<file path="config.mk">
export PLATFORM = sky130hd
export DESIGN_NAME = stbk_queue
export DESIGN_NICKNAME = d
export VERILOG_FILES = /design/src/rtl/stbk_queue.sv
export SDC_FILE = /design/constraint.sdc
export NUM_CORES = 1
export LEC_CHECK = 0
export ABC_AREA = 0
export BUFFER_PORTS_ARGS = -buffer_cell sky130_fd_sc_hd__buf_2
export CAP_MARGIN = 20
export CORE_UTILIZATION = 35
export DETAILED_ROUTE_END_ITERATION = 6
export MAX_ROUTING_LAYER = met4
export PLACE_DENSITY_LB_ADDON = 0.25
export SKIP_CTS_REPAIR_TIMING = 1
export SYNTH_ARGS = -nofsm -noshare
export SYNTH_HDL_FRONTEND = slang
export SYNTH_SLANG_ARGS = --single-unit
</file>
<file path="constraint.sdc">
create_clock -name clk -period 5.4 [get_ports clk]
set_input_delay 0.54 -clock clk [delete_from_list [all_inputs] [get_ports clk]]
set_output_delay 0.54 -clock clk [all_outputs]
set_load 0.01 [all_outputs]
</file>
<file path="src/rtl/stbk_queue.sv">
module stbk_queue #(
  parameter int DEPTH     = 8,
  parameter int AW        = 32,
  parameter int DW        = 32,
  parameter int LINE_BITS = 5
) (
  input  logic          clk,
  input  logic          rst_n,
  input  logic          rec_valid,
  input  logic [AW-1:0] rec_addr,
  input  logic [DW-1:0] rec_data,
  input  logic          rec_cacheable,
  input  logic          inv_valid,
  input  logic [AW-1:0] inv_addr,
  input  logic          discard,
  output logic          mem_valid,
  output logic [AW-1:0] mem_addr,
  output logic [DW-1:0] mem_data,
  input  logic          mem_ready,
  output logic          busy,
  output logic          overflow
);
  localparam int CW = $clog2(DEPTH + 1);
  localparam int IW = (DEPTH > 1) ? $clog2(DEPTH) : 1;
  localparam int TW = AW - LINE_BITS;

  logic [AW-1:0] q_addr [DEPTH];
  logic [DW-1:0] q_data [DEPTH];
  logic [CW-1:0] cnt, rd, wr;
  logic [TW-1:0] line_q;
  logic          busy_q, ovf_q;

  wire [IW-1:0] rd_i = rd[IW-1:0];
  wire [IW-1:0] wr_i = wr[IW-1:0];
  wire [IW-1:0] cnt_i = cnt[IW-1:0];
  wire          live = busy_q && (rd < cnt);
  wire          hit  = (q_addr[rd_i][AW-1:LINE_BITS] == line_q);
  wire          full = (cnt == CW'(DEPTH));

  assign mem_valid = live && hit;
  assign mem_addr  = q_addr[rd_i];
  assign mem_data  = q_data[rd_i];
  assign busy      = busy_q;
  assign overflow  = ovf_q;

  always_ff @(posedge clk) begin
    if (!rst_n) begin
      cnt    <= '0;
      rd     <= '0;
      wr     <= '0;
      line_q <= '0;
      busy_q <= 1'b0;
      ovf_q  <= 1'b0;
    end else if (discard) begin
      cnt    <= '0;
      busy_q <= 1'b0;
    end else if (busy_q) begin
      if (!live) begin
        cnt    <= wr;
        busy_q <= 1'b0;
      end else if (hit) begin
        if (mem_ready) rd <= rd + 1'b1;
      end else begin
        q_addr[wr_i] <= q_addr[rd_i];
        q_data[wr_i] <= q_data[rd_i];
        wr <= wr + 1'b1;
        rd <= rd + 1'b1;
      end
    end else begin
      if (rec_valid && rec_cacheable) begin
        if (!full) begin
          q_addr[cnt_i] <= rec_addr;
          q_data[cnt_i] <= rec_data;
          cnt <= cnt + 1'b1;
        end else begin
          ovf_q <= 1'b1;
        end
      end
      if (inv_valid) begin
        busy_q <= 1'b1;
        rd     <= '0;
        wr     <= '0;
        line_q <= inv_addr[AW-1:LINE_BITS];
      end
    end
  end
endmodule

</file>
### Word-level counts from Yosys, hierarchy flattened

Memory sizes are Yosys's and may differ from the RTL's. A register that Yosys moved wholly into a read port is not among the register bits.
Index checks and enable logic that the tools add are counted.

| storage, ports and cells | value |
|---|---|
| input port bits | 103 |
| memories | 2 |
| word-level logic and storage cells | 72 |
| bits in registers | 41 |
| output and inout bits | 67 |
| bits in writable memories | 512 |

Memory list:

| memory | depth | bits a word | read ports | clocked after memory_dff | wr ports | RTL line | RTL |
|---|---|---|---|---|---|---|---|
| q_addr | 8 | 32 | 1 | 1 | 1 | 27 | `logic [AW-1:0] q_addr [DEPTH];` |
| q_data | 8 | 32 | 1 | 1 | 1 | 28 | `logic [DW-1:0] q_data [DEPTH];` |

| cells by class | value |
|---|---|
| add/sub/neg operators | 3 |
| muxes and demuxes | 37 |
| reduce and logical (&&, ||, !) cells | 13 |
| equal/unequal tests | 7 |
| bitwise logic cells | 3 |
| magnitude comparators | 1 |

Operators with widths:

| operator | number |
|---|---|
| 32-bit 2-to-1 mux | 2 |
| 32-bit OR reduction | 2 |
| 4-bit 2-to-1 mux | 12 |
| 27-bit equality test | 1 |
| 3-bit 2-to-1 mux | 6 |
| 1-bit 2-to-1 mux | 17 |
| 4-bit by 1-bit adder with 4-bit output, second input constant | 3 |
| 4-bit AND reduction | 3 |
| 2-bit inequality test, second input constant | 3 |
| 3-bit AND reduction | 2 |
| 4-bit equality test, second input constant | 1 |
| 4-bit < comparator | 1 |
| 2-bit nonzero test | 2 |
| 1-bit logical AND | 3 |
| 3-bit inequality test, second input constant | 1 |
| 1-bit NOT | 3 |
| 2-bit by 1-bit inequality test with 1-bit output, second input constant | 1 |
| 2-bit OR reduction | 1 |

### Depth between registers and ports, before layout

Gate-level depths: netlist (run 1).

| depth | value |
|---|---|
| word-level depth | 9 |
| depth in mapped cells | 12 |
| gate-level depth less buffers | 9 |

### Least setup slack after synthesis (run 1)

No wires, ideal clock.

| timing | value |
|---|---|
| kind | register to register |
| start | register (tool-made name) |
| end | memory q_addr[1][0] (enable) |
| stages on the path, launching flop included | 12 |
| arrival time | 4.907 ns |
| clock period less this slack | 5.394 ns |
| path buffers | 4 |
| setup time | 0.486 ns |
| path slack | 0.006 ns |
| required time | 4.914 ns |
| path through | dfxtp_1 buf_6 buf_6 buf_6 mux2i_1 a221oi_1 xor2_1 nor4_2 nand4_2 buf_6 a32oi_2 nor2_1 |

RTL lines:

| what | RTL line |
|---|---|
| end: declaration | 27 |

==> reports/summary.txt, run 1 <==
=================================================================================================================
Routed Antenna Nets                                                                                             0
Worst Max-Slew Pin Slew                                                                                   1.07 ns
Via count of the first global-routing pass                                                                  12299
Routed wire length                                                                                        52.0 mm
Cell breakdown of the critical path                                                                  buf_4, mux4_2, nor2_1, a221oi_1, xor2_1, nor4_2, nand4_2, buf_4, nor2_1, buf_2
Slowest stage delay, CP                                                                                   0.80 ns
Power share of the clock group                                                                              43.3%
Count of placed standard cells including taps                                                                2208
Post-route minimum period                                                                                 4.57 ns
Detail-routed net length per standard cell                                                                22.5 um
Worst Hold End                                                                                       line_q[10]$_SDFFE_PN0P_
Main flop type after synthesis                                                                       sky130_fd_sc_hd__edfxtp_1
Share of synthesized area spent on multiplexers                                                             17.7%
Sum of buffers and inverters on the critical path                                                               3
Initial antenna violation count                                                                                 1
Worst VDD drop                                                                                           0.269 mV
Count of final setup violators                                                                                  0
Total clock sinks                                                                                             556
Power density of the placed cells                                                                     330 mW/mm^2
Most numerous cell types in the synthesized netlist                                                  512 x sky130_fd_sc_hd__edfxtp_1, 108 x sky130_fd_sc_hd__mux4_2, 98 x sky130_fd_sc_hd__nand2_1
Arrival time at the worst endpoint                                                                        4.03 ns
Post-synthesis cell area                                                                              0.0227 mm^2
Reg clk slew, reported paths                                                                              0.06 ns
Final critical-path setup slack                                                                          0.827 ns
Die span in x                                                                                              256 um
Setup TNS                                                                                                    0 ns
Area fraction in and, or, nand and nor cells after synthesis                                                3.79%
Global-route wire length before repair                                                                    78.6 mm
Cell leakage power                                                                                        8.60 nW
Crit path max-delay family                                                                           simple AND/OR/NAND/NOR gates
Fraction of the mapped netlist area in compound gates                                                       3.58%
Setup slack of the worst register-to-register path                                                        1.08 ns
Unrepaired setup endpoints after global routing                                                             false
Syn nets                                                                                                     1331
Critical path endpoint category                                                                        output pin
Final weighted congestion in routability-driven placement                                                   0.809
Average cell area after synthesis                                                                       18.6 um^2
GRT Total Usage                                                                                             16.4%
DRC                                                                                                             0
Kind of start point of the critical path                                                                 register
Share of the synthesized netlist area taken by xor and xnor gates                                          0.812%
Max-slew violation count                                                                                        0
Post-route fraction of the period consumed by the critical path                                             84.7%
Max Fclk                                                                                                  219 MHz
Area share of the largest cell type after synthesis                                                         67.9%
Run status                                                                                              completed
Gate count of the mapped netlist                                                                             1221
Number of distinct library cells after synthesis                                                               61
Starting DRC count in detailed routing                                                                        905
Worst-skew pair later-pin latency                                                                         0.64 ns
Hold violation count in the final report                                                                        0
CTS tree                                                                                                    built
Detailed-route vias per instance                                                                             5.11
Clock root buffer master                                                                             sky130_fd_sc_hd__clkbuf_16
Sw frac                                                                                                     20.8%
Combinational family with the most area after synthesis                                              multiplexers
Logic depth of the worst register-to-register path                                                             10
Area after detailed placement                                                                         0.0248 mm^2
Library cell occupying the most area in the post-synthesis netlist                                   sky130_fd_sc_hd__edfxtp_1
Net switching component of the power                                                                      1.82 mW
Launch instance of the worst min-delay path                                                          inv_addr[15]
Share of the yosys chip area belonging to registers                                                         71.8%
Deepest level of the CTS H-tree                                                                                 2
Setup CP Type                                                                                        register to output pin
Data required time of the critical path                                                                   4.86 ns
Arithmetic-cell share of the synthesized area counting full adders, half adders and majority gates         0.387%
Fraction of final layout cells with drive strength greater than 1                                           34.1%
GRT Residual Overflow                                                                                           0
Area enclosed by the die boundary                                                                     0.0657 mm^2
Final instance area                                                                                   0.0266 mm^2
Initial Utilization                                                                                         35.6%
R2R Path End                                                                                         q_addr[0][6]$_DFFE_PP_
Number of rows in the core area                                                                                92
Cell with the largest stage delay on the worst path                                                  sky130_fd_sc_hd__a221oi_1
Ports placed on the boundary                                                                                  170
Internal power                                                                                            6.94 mW
Most used standard cell by instance count after synthesis                                            sky130_fd_sc_hd__edfxtp_1
Synthesized flop and latch total                                                                              556
# Max-Cap Violations                                                                                            0
HPWL after detailed placement                                                                             31.0 mm
Largest fanout on the critical path                                                                            16
Yosys warning total                                                                                             0
Cell types with the largest area share after synthesis                                               sky130_fd_sc_hd__edfxtp_1 68%, sky130_fd_sc_hd__mux4_2 11%, sky130_fd_sc_hd__mux2_2 4.0%
Number of synthesized flops with an enable pin                                                                512
Count of antenna diodes in the layout                                                                           0
Total via count after detailed routing                                                                      11835
Setup WS pre-CTS                                                                                          1.10 ns
CTS Buf Count                                                                                                  57
Synthesis-to-layout area growth                                                                             17.3%
Hold Path Depth                                                                                                 3
Number of buffers inserted by port buffering                                                                  164
Share of synthesized flip-flops with an asynchronous set or reset                                              0%
Total core area                                                                                       0.0635 mm^2
Count of nets after finishing                                                                                1531
Die height                                                                                                 256 um
Max_slew headroom                                                                                           28.2%
Bufs on Longest Clock Path                                                                                      3
Total of fill cells in the finished design                                                                   5734
Number of search-and-repair iterations in the first detailed-routing pass                                       5
Maximum number of pins on one net before global-route repair                                                   74
Setup clock skew after layout                                                                           0.0610 ns
Part of the total power dissipated in combinational logic                                                    2.8%
Final instance count without filler cells                                                                    2314
Proportion of power drawn by flip-flops and latches                                                         53.9%
Type of the tightest min-delay check                                                                 input pin to register
=================================================================================================================
[area by class of cell]
cell class              instances  area (um^2)  area share [%]
inverters                      32          120           0.452
clock buffers                  67         1460            5.51
repair buffers                202         1310            4.92
flip-flops and latches        556        16300            61.2
multi-input cells             572         6010            22.6
clock inverters                39          335            1.26
well taps                     846         1060            3.98
[worst register-to-register path: cells and delay by family (launching register included)]
| kind | cells | cell delay (ns) |
|---|---|---|
| AOI/OAI and AO/OA | 2 | 1.39 |
| buffers and inverters | 2 | 0.65 |
| muxes | 1 | 0.27 |
| xor gates and xnor gates | 1 | 0.24 |
| and+or+nand+nor | 4 | 0.93 |
| DFF | 1 | 0.53 |
[cells in the final DEF (no fill, tap or decap), types with 4 or more instances in the layout]
master / count
sky130_fd_sc_hd__o21ai_0: 10
sky130_fd_sc_hd__mux4_1: 5
sky130_fd_sc_hd__buf_12: 16
sky130_fd_sc_hd__a22o_1: 6
sky130_fd_sc_hd__o22ai_1: 4
sky130_fd_sc_hd__ha_1: 7
sky130_fd_sc_hd__or3_1: 4
sky130_fd_sc_hd__a21oi_1: 16
sky130_fd_sc_hd__nor2_1: 32
sky130_fd_sc_hd__a31oi_1: 8
sky130_fd_sc_hd__nor2b_1: 9
sky130_fd_sc_hd__nand4_1: 4
sky130_fd_sc_hd__buf_4: 22
sky130_fd_sc_hd__mux2i_1: 43
sky130_fd_sc_hd__inv_1: 31
sky130_fd_sc_hd__xor2_1: 19
sky130_fd_sc_hd__clkbuf_16: 57
sky130_fd_sc_hd__clkinv_2: 12
sky130_fd_sc_hd__clkbuf_1: 10
sky130_fd_sc_hd__a221oi_1: 7
sky130_fd_sc_hd__o211ai_1: 5
sky130_fd_sc_hd__buf_2: 164
sky130_fd_sc_hd__nor2_4: 8
sky130_fd_sc_hd__nand3_1: 10
sky130_fd_sc_hd__edfxtp_1: 512
sky130_fd_sc_hd__nand2_1: 98
sky130_fd_sc_hd__mux4_2: 108
sky130_fd_sc_hd__dfxtp_1: 41
sky130_fd_sc_hd__nand2b_1: 5
sky130_fd_sc_hd__bufinv_16: 4
sky130_fd_sc_hd__a21boi_0: 28
sky130_fd_sc_hd__nor3_1: 5
sky130_fd_sc_hd__clkinv_1: 18
sky130_fd_sc_hd__mux2_2: 81
[power groups by stage]
stage / clock network, mW / logic [mW] / registers (mW)
6_report: 3.80 / 0.243 / 4.72
5_1_grt: 4.06 / 0.270 / 4.72
4_1_cts: 3.91 / 0.248 / 4.72
3_5_place_dp: 0 / 0.247 / 4.81
3_3_place_gp: 0 / 0.242 / 4.81
2_1_floorplan: 0 / 0.137 / 4.81
[cells by family after synthesis]
logic type	after synthesis
AND/OR/NAND/NOR	191
AO/OA/AOI/OAI	111
buffers and inverters	93
adder cells (fa/ha/maj)	7
multiplexers	242
flip-flops	556
XOR/XNOR	21
[registers in the layout, summed over array words and instances, names as in the netlist, named ones only]
name	cells
wr	4
cnt	4
q_addr	256
busy	1
q_data	256
rd	4
line_q	27
overflow	1
[worst max-delay path by stage]
stage | startpoint | endpoint | cells after the start
after floorplan | register | q_addr[1][0]$_DFFE_PP_ | 11
after global placement | register | q_data[7][21]$_DFFE_PP_ | 10
after detailed placement | register | q_addr[7][15]$_DFFE_PP_ | 10
after CTS | register | mem_valid | 10
after global routing | register | mem_valid | 10
final | register | mem_valid | 10
[metal layers]
layer / share of wire (%) / vias to the layer above / GRT usage (%) / wire (um)
li1: - / 5274 / - / -
met1: 48 / 6187 / 23.7 / 25100
met2: 46 / 300 / 24.5 / 23700
met3: 4.6 / 74 / 2.48 / 2370
met4: 1.8 / 0 / 4.00 / 913
met5: 0 / - / - / 0
[metrics by stage]
stage,power [mW],util [%],hold slack (ns)
finish,8.76,41.8,0.162
floorplan,4.94,-,0.449
CTS,8.88,41.8,0.121
global route,9.05,41.8,0.156
global placement,5.05,39.0,0.441
detailed placement,5.06,39.0,0.459
(Power assumes the default switching activity.)
==> inputs of run 2 (changes only) <==
- clock period: 5.4 -> 3.89 ns (I/O delays scaled with it)
==> run 2 against run 1 <==
  * Via count increased by 2.3%
  * First-iteration DRC count decreased by 16%
  * Sequential share of layout area decreased by 1.9 points
==> reports/summary.txt, run 2 (synthesized netlist as in run 1, its figures left out) <==
========================================================================================
Clock root buffer master                                                    sky130_fd_sc_hd__clkbuf_16
Global-route wire length before repair                                           80.6 mm
Maximum number of pins on one net before global-route repair                          52
Routed wire length                                                               53.7 mm
Worst VDD drop                                                                  0.368 mV
Largest fanout on the critical path                                                   23
GRT Total Usage                                                                    16.8%
Type of the tightest min-delay check                                        input pin to register
Setup WS pre-CTS                                                               0.0581 ns
Total clock sinks                                                                    556
Power density of the placed cells                                            449 mW/mm^2
Deepest level of the CTS H-tree                                                        2
Number of buffers inserted by port buffering                                         164
Worst-skew pair later-pin latency                                                0.63 ns
Net switching component of the power                                             2.53 mW
Ports placed on the boundary                                                         170
HPWL after detailed placement                                                    33.9 mm
Arrival time at the worst endpoint                                               3.35 ns
Post-route fraction of the period consumed by the critical path                    96.2%
Final weighted congestion in routability-driven placement                          0.859
Slowest stage delay, CP                                                          0.54 ns
Via count of the first global-routing pass                                         12479
Total via count after detailed routing                                             12105
Synthesis-to-layout area growth                                                    21.0%
Largest registers ranked by flip-flop count                                 q_addr (256), q_data (256), line_q (27)
Part of the total power dissipated in combinational logic                           2.9%
Sw frac                                                                            20.6%
Hold violation count in the final report                                               0
Cell leakage power                                                               8.99 nW
Reg clk slew, reported paths                                                     0.06 ns
Area enclosed by the die boundary                                            0.0657 mm^2
Internal power                                                                   9.77 mW
Total core area                                                              0.0635 mm^2
Data required time of the critical path                                          3.50 ns
Initial Utilization                                                                35.6%
Starting DRC count in detailed routing                                               763
Run status                                                                     completed
GRT Residual Overflow                                                                  0
Kind of start point of the critical path                                        register
CTS tree                                                                           built
Max_slew headroom                                                                  34.1%
Number of rows in the core area                                                       92
DRC                                                                                    0
Routed Antenna Nets                                                                    0
Proportion of power drawn by flip-flops and latches                                53.2%
Bufs on Longest Clock Path                                                             3
Number of search-and-repair iterations in the first detailed-routing pass              4
Worst Max-Slew Pin Slew                                                         0.989 ns
Setup CP Type                                                               register to output pin
Final core occ                                                                     43.1%
Die span in x                                                                     256 um
Detailed-route vias per instance                                                    5.08
Max-slew violation count                                                               0
Critical path endpoint category                                               output pin
# Max-Cap Violations                                                                   0
Total of fill cells in the finished design                                          5661
Cell with the largest stage delay on the worst path                         sky130_fd_sc_hd__mux4_2
Setup slack of the worst register-to-register path                               0.26 ns
Post-route minimum period                                                        3.74 ns
Commonest non-fill, non-tap cells in the layout                             512 x sky130_fd_sc_hd__edfxtp_1, 164 x sky130_fd_sc_hd__buf_2, 108 x sky130_fd_sc_hd__mux4_2
Detail-routed net length per standard cell                                       22.5 um
Initial antenna violation count                                                        6
Most common cell after layout, fill and taps aside                          sky130_fd_sc_hd__edfxtp_1
CTS Buf Count                                                                         57
Count of nets after finishing                                                       1596
Cell breakdown of the critical path                                         buf_4, buf_12, mux2i_1, mux4_2, xor2_1, nand3_1, nor4_2, nand4_2, buf_6, nor2_1, buf_2
Final critical-path setup slack                                                 0.146 ns
Die height                                                                        256 um
Power share of the clock group                                                     43.9%
Setup clock skew after layout                                                  0.0512 ns
Fraction of final layout cells with drive strength greater than 1                  37.2%
Unrepaired setup endpoints after global routing                                    false
Max Fclk                                                                         267 MHz
Count of final setup violators                                                         0
========================================================================================
-- run 2: changes by cell type in the layout (fill, tap and decap cells not counted), moves of 3 or more --
cell                       before  now
sky130_fd_sc_hd__buf_4         22   68
sky130_fd_sc_hd__buf_12        16   31
sky130_fd_sc_hd__clkinv_2      12    7
sky130_fd_sc_hd__diode_2        0    5
sky130_fd_sc_hd__clkinv_1      18   14
sky130_fd_sc_hd__buf_6          0    3
sky130_fd_sc_hd__mux2i_4        3    6
-- run 2: worst paths after layout --
path                            cells after the start             startpoint                       to
worst max-delay path                               11               register                mem_valid
worst min-delay path                                3           inv_addr[14]   line_q[9]$_SDFFE_PN0P_
worst max register to register                     11               register  q_data[5][25]$_DFFE_PP_
worst min register to register                      1  overflow$_SDFFE_PN0P_    overflow$_SDFFE_PN0P_
-- run 2: routing by layer --
metal | global-route usage, % | vias up | share of wire, %
met5 | - | - | 0
met4 | 3.75 | 0 | 1.7
li1 | - | 5416 | -
met1 | 23.4 | 6319 | 47
met2 | 25.5 | 301 | 46
met3 | 3.35 | 69 | 5.2
-- run 2: power groups by stage --
stage / Clock, mW / Combinational [mW] / Sequential [mW]
after global routing: 5.77 / 0.397 / 6.55
final: 5.40 / 0.359 / 6.55
after CTS: 5.53 / 0.362 / 6.55
after detailed placement: 0 / 0.361 / 6.68
after global placement: 0 / 0.354 / 6.67
after floorplan: 0 / 0.190 / 6.67
-- run 2: metrics by stage --
step           std cells  instance area (um^2)  hold WS (ns)  TNS (ns)  power (mW)
6_report            2382                 27400        0.0147         0        12.3
5_1_grt             2382                 27400       0.00280         0        12.7
2_1_floorplan       1221                 22700         0.449   -234.11        6.86
4_1_cts             2355                 27100       -0.0161     -2.87        12.4
3_3_place_gp        2251                 25300         0.443         0        7.03
3_5_place_dp        2251                 25300         0.452         0        7.04
-- run 2: layout make-up --
type	instances	area, um^2	share of cell area, %
Antenna cell	5	12.5	0.0457
Clock buffer	69	1470	5.37
Clock inverter	35	378	1.38
Inverter	32	123	0.448
Multi-Input combinational cell	572	6080	22.2
Sequential cell	556	16300	59.4
Tap cell	846	1060	3.86
Timing Repair Buffer	267	2010	7.34
-- run 2: critical path, delay by kind of cell, from the launching register on --
| family | cells | cell delay [ns] |
|---|---|---|
| simple gates | 4 | 0.75 |
| buf+inv | 4 | 0.68 |
| mux | 2 | 0.65 |
| flops | 1 | 0.41 |
| xor+xnor | 1 | 0.25 |
==> inputs of run 3 (changes only) <==
- CTS_BUF_LIST: unset -> sky130_fd_sc_hd__clkbuf_4 sky130_fd_sc_hd__clkbuf_8
- SKIP_CTS_REPAIR_TIMING: 1 -> unset
==> run 3 against run 2 <==
  * Critical endpoint unchanged
  * Worst setup slack gained 0.0092 ns
  * First-iteration DRC count shrank 11%
  * Core utilization grew 0.55 points
  * Highest routed layer unchanged
  * Fmax grew 0.25%
==> reports/summary.txt, run 3 (synthesized netlist as in run 1, its figures left out) <==
========================================================================================
Cell breakdown of the critical path                                         buf_4, buf_4, mux4_1, nor2b_2, a221oi_2, xor2_1, nor4_2, nand4_2, buf_6, nor2_1, buf_2
Number of buffers inserted by port buffering                                         164
Initial Utilization                                                                35.6%
Synthesis-to-layout area growth                                                    22.5%
Most common cell after layout, fill and taps aside                          sky130_fd_sc_hd__edfxtp_1
Cell with the largest stage delay on the worst path                         sky130_fd_sc_hd__mux4_1
Total clock sinks                                                                    556
Count of placed standard cells including taps                                       2251
Max-slew violation count                                                               0
Power density of the placed cells                                            441 mW/mm^2
GRT Total Usage                                                                    17.4%
Net switching component of the power                                             2.64 mW
Final core occ                                                                     43.7%
Initial antenna violation count                                                        6
Clock root buffer master                                                    sky130_fd_sc_hd__clkbuf_8
Max_slew headroom                                                                  34.5%
Worst VDD drop                                                                  0.272 mV
Final instance count without filler cells                                           2471
Die height                                                                        256 um
Ports placed on the boundary                                                         170
CTS tree                                                                           built
Proportion of power drawn by flip-flops and latches                                53.6%
Run status                                                                     completed
Count of nets after finishing                                                       1655
Part of the total power dissipated in combinational logic                           3.1%
Commonest non-fill, non-tap cells in the layout                             512 x sky130_fd_sc_hd__edfxtp_1, 164 x sky130_fd_sc_hd__buf_2, 108 x sky130_fd_sc_hd__mux4_2
Worst-skew pair later-pin latency                                                0.70 ns
Total core area                                                              0.0635 mm^2
Total of fill cells in the finished design                                          5677
Die span in x                                                                     256 um
Power share of the clock group                                                     43.3%
Critical path endpoint category                                               output pin
Data required time of the critical path                                          3.50 ns
Worst Max-Slew Pin Slew                                                         0.983 ns
Slowest stage delay, CP                                                          0.55 ns
Multi-input gate area                                                       0.00611 mm^2
GRT Residual Overflow                                                                  0
# Max-Cap Violations                                                                   0
Total via count after detailed routing                                             12412
Via count of the first global-routing pass                                         13008
Number of search-and-repair iterations in the first detailed-routing pass              5
Type of the tightest min-delay check                                        input pin to register
Fraction of final layout cells with drive strength greater than 1                  39.6%
Area enclosed by the die boundary                                            0.0657 mm^2
DRC                                                                                    0
Deepest level of the CTS H-tree                                                        3
Bufs on Longest Clock Path                                                             3
Most common cell on crit path                                               sky130_fd_sc_hd__buf_4
Maximum number of pins on one net before global-route repair                          52
Setup CP Type                                                               register to output pin
Final weighted congestion in routability-driven placement                          0.859
Setup WS pre-CTS                                                               0.0581 ns
Routed wire length                                                               55.0 mm
Tot Pwr                                                                          12.2 mW
Final critical-path setup slack                                                 0.155 ns
HPWL after detailed placement                                                    33.9 mm
Global-route wire length before repair                                           82.7 mm
CTS Buf Count                                                                         93
Largest registers ranked by flip-flop count                                 q_addr (256), q_data (256), line_q (27)
Detailed-route vias per instance                                                    5.02
Detail-routed net length per standard cell                                       22.3 um
Internal power                                                                   9.60 mW
Sw frac                                                                            21.5%
Count of final setup violators                                                         0
Setup clock skew after layout                                                  0.0468 ns
Largest fanout on the critical path                                                    8
Kind of start point of the critical path                                        register
Arrival time at the worst endpoint                                               3.35 ns
Reg clk slew, reported paths                                                     0.06 ns
Routed Antenna Nets                                                                    0
Number of rows in the core area                                                       92
Hold violation count in the final report                                               0
Cell leakage power                                                               9.21 nW
Post-route fraction of the period consumed by the critical path                    96.0%
Starting DRC count in detailed routing                                               678
Post-route minimum period                                                        3.73 ns
Area taken by flip-flops and latches                                         0.0163 mm^2
Max Fclk                                                                         268 MHz
========================================================================================
[run 3: stage by stage]
stage	instance area, um^2	setup TNS, ns	hold WS, ns
3_5_place_dp	25300	0	0.452
4_1_cts	27600	-0.0225	0.0124
6_report	27700	0	0.0803
5_1_grt	27700	-0.0516	0.0491
3_3_place_gp	25300	0	0.443
2_1_floorplan	22700	-234.11	0.449
[run 3: power by group through the flow]
stage / Sequential [mW] / Combinational [mW] / Clock, mW
6_report: 6.55 / 0.384 / 5.30
5_1_grt: 6.55 / 0.422 / 5.70
4_1_cts: 6.55 / 0.387 / 5.45
3_5_place_dp: 6.68 / 0.361 / 0
3_3_place_gp: 6.67 / 0.354 / 0
2_1_floorplan: 6.67 / 0.190 / 0
[run 3: metal layers]
layer  global-route usage, %  wire length (um)
met1                    23.6             25400
met2                    26.0             25200
met3                    3.99              3140
met4                    5.36              1250
met5                       -                 0
[run 3: final timing paths]
path	from	endpoint	slack (ns)	cells past startpoint
setup reg to reg	register	q_data[5][25]$_DFFE_PP_	0.19	13
hold reg to reg	overflow$_SDFFE_PN0P_	overflow$_SDFFE_PN0P_	0.46	1
setup / recovery	register	mem_valid	0.16	11
hold / removal	inv_addr[6]	line_q[1]$_SDFFE_PN0P_	0.08	3
[run 3: critical path: cells and delay by family, from the launching register on]
family,cells,cell delay (ns)
xor gates and xnor gates,1,0.20
DFF,1,0.45
buffers and inverters,4,0.59
muxes,1,0.55
and+or+nand+nor,4,0.76
AOI/OAI and AO/OA,1,0.10
[run 3: final cells by class]
class                      count  share of cell area, %
sequential                   556                   58.6
multi-input combinational    572                   22.0
timing repair buffer         290                   8.16
clock buffer                 127                   5.62
tap                          846                   3.81
clock inverter                43                   1.28
inverter                      32                  0.442
antenna                        5                 0.0451
[run 3: what timing repair did]
action	CTS	global route
pin swaps	7	3
endpoints found under the setup margin	20	36
cloned	0	1
gates resized for setup	14	7
hold buffers	26	0
buffers inserted	11	7
hold endpoints to repair	26	0
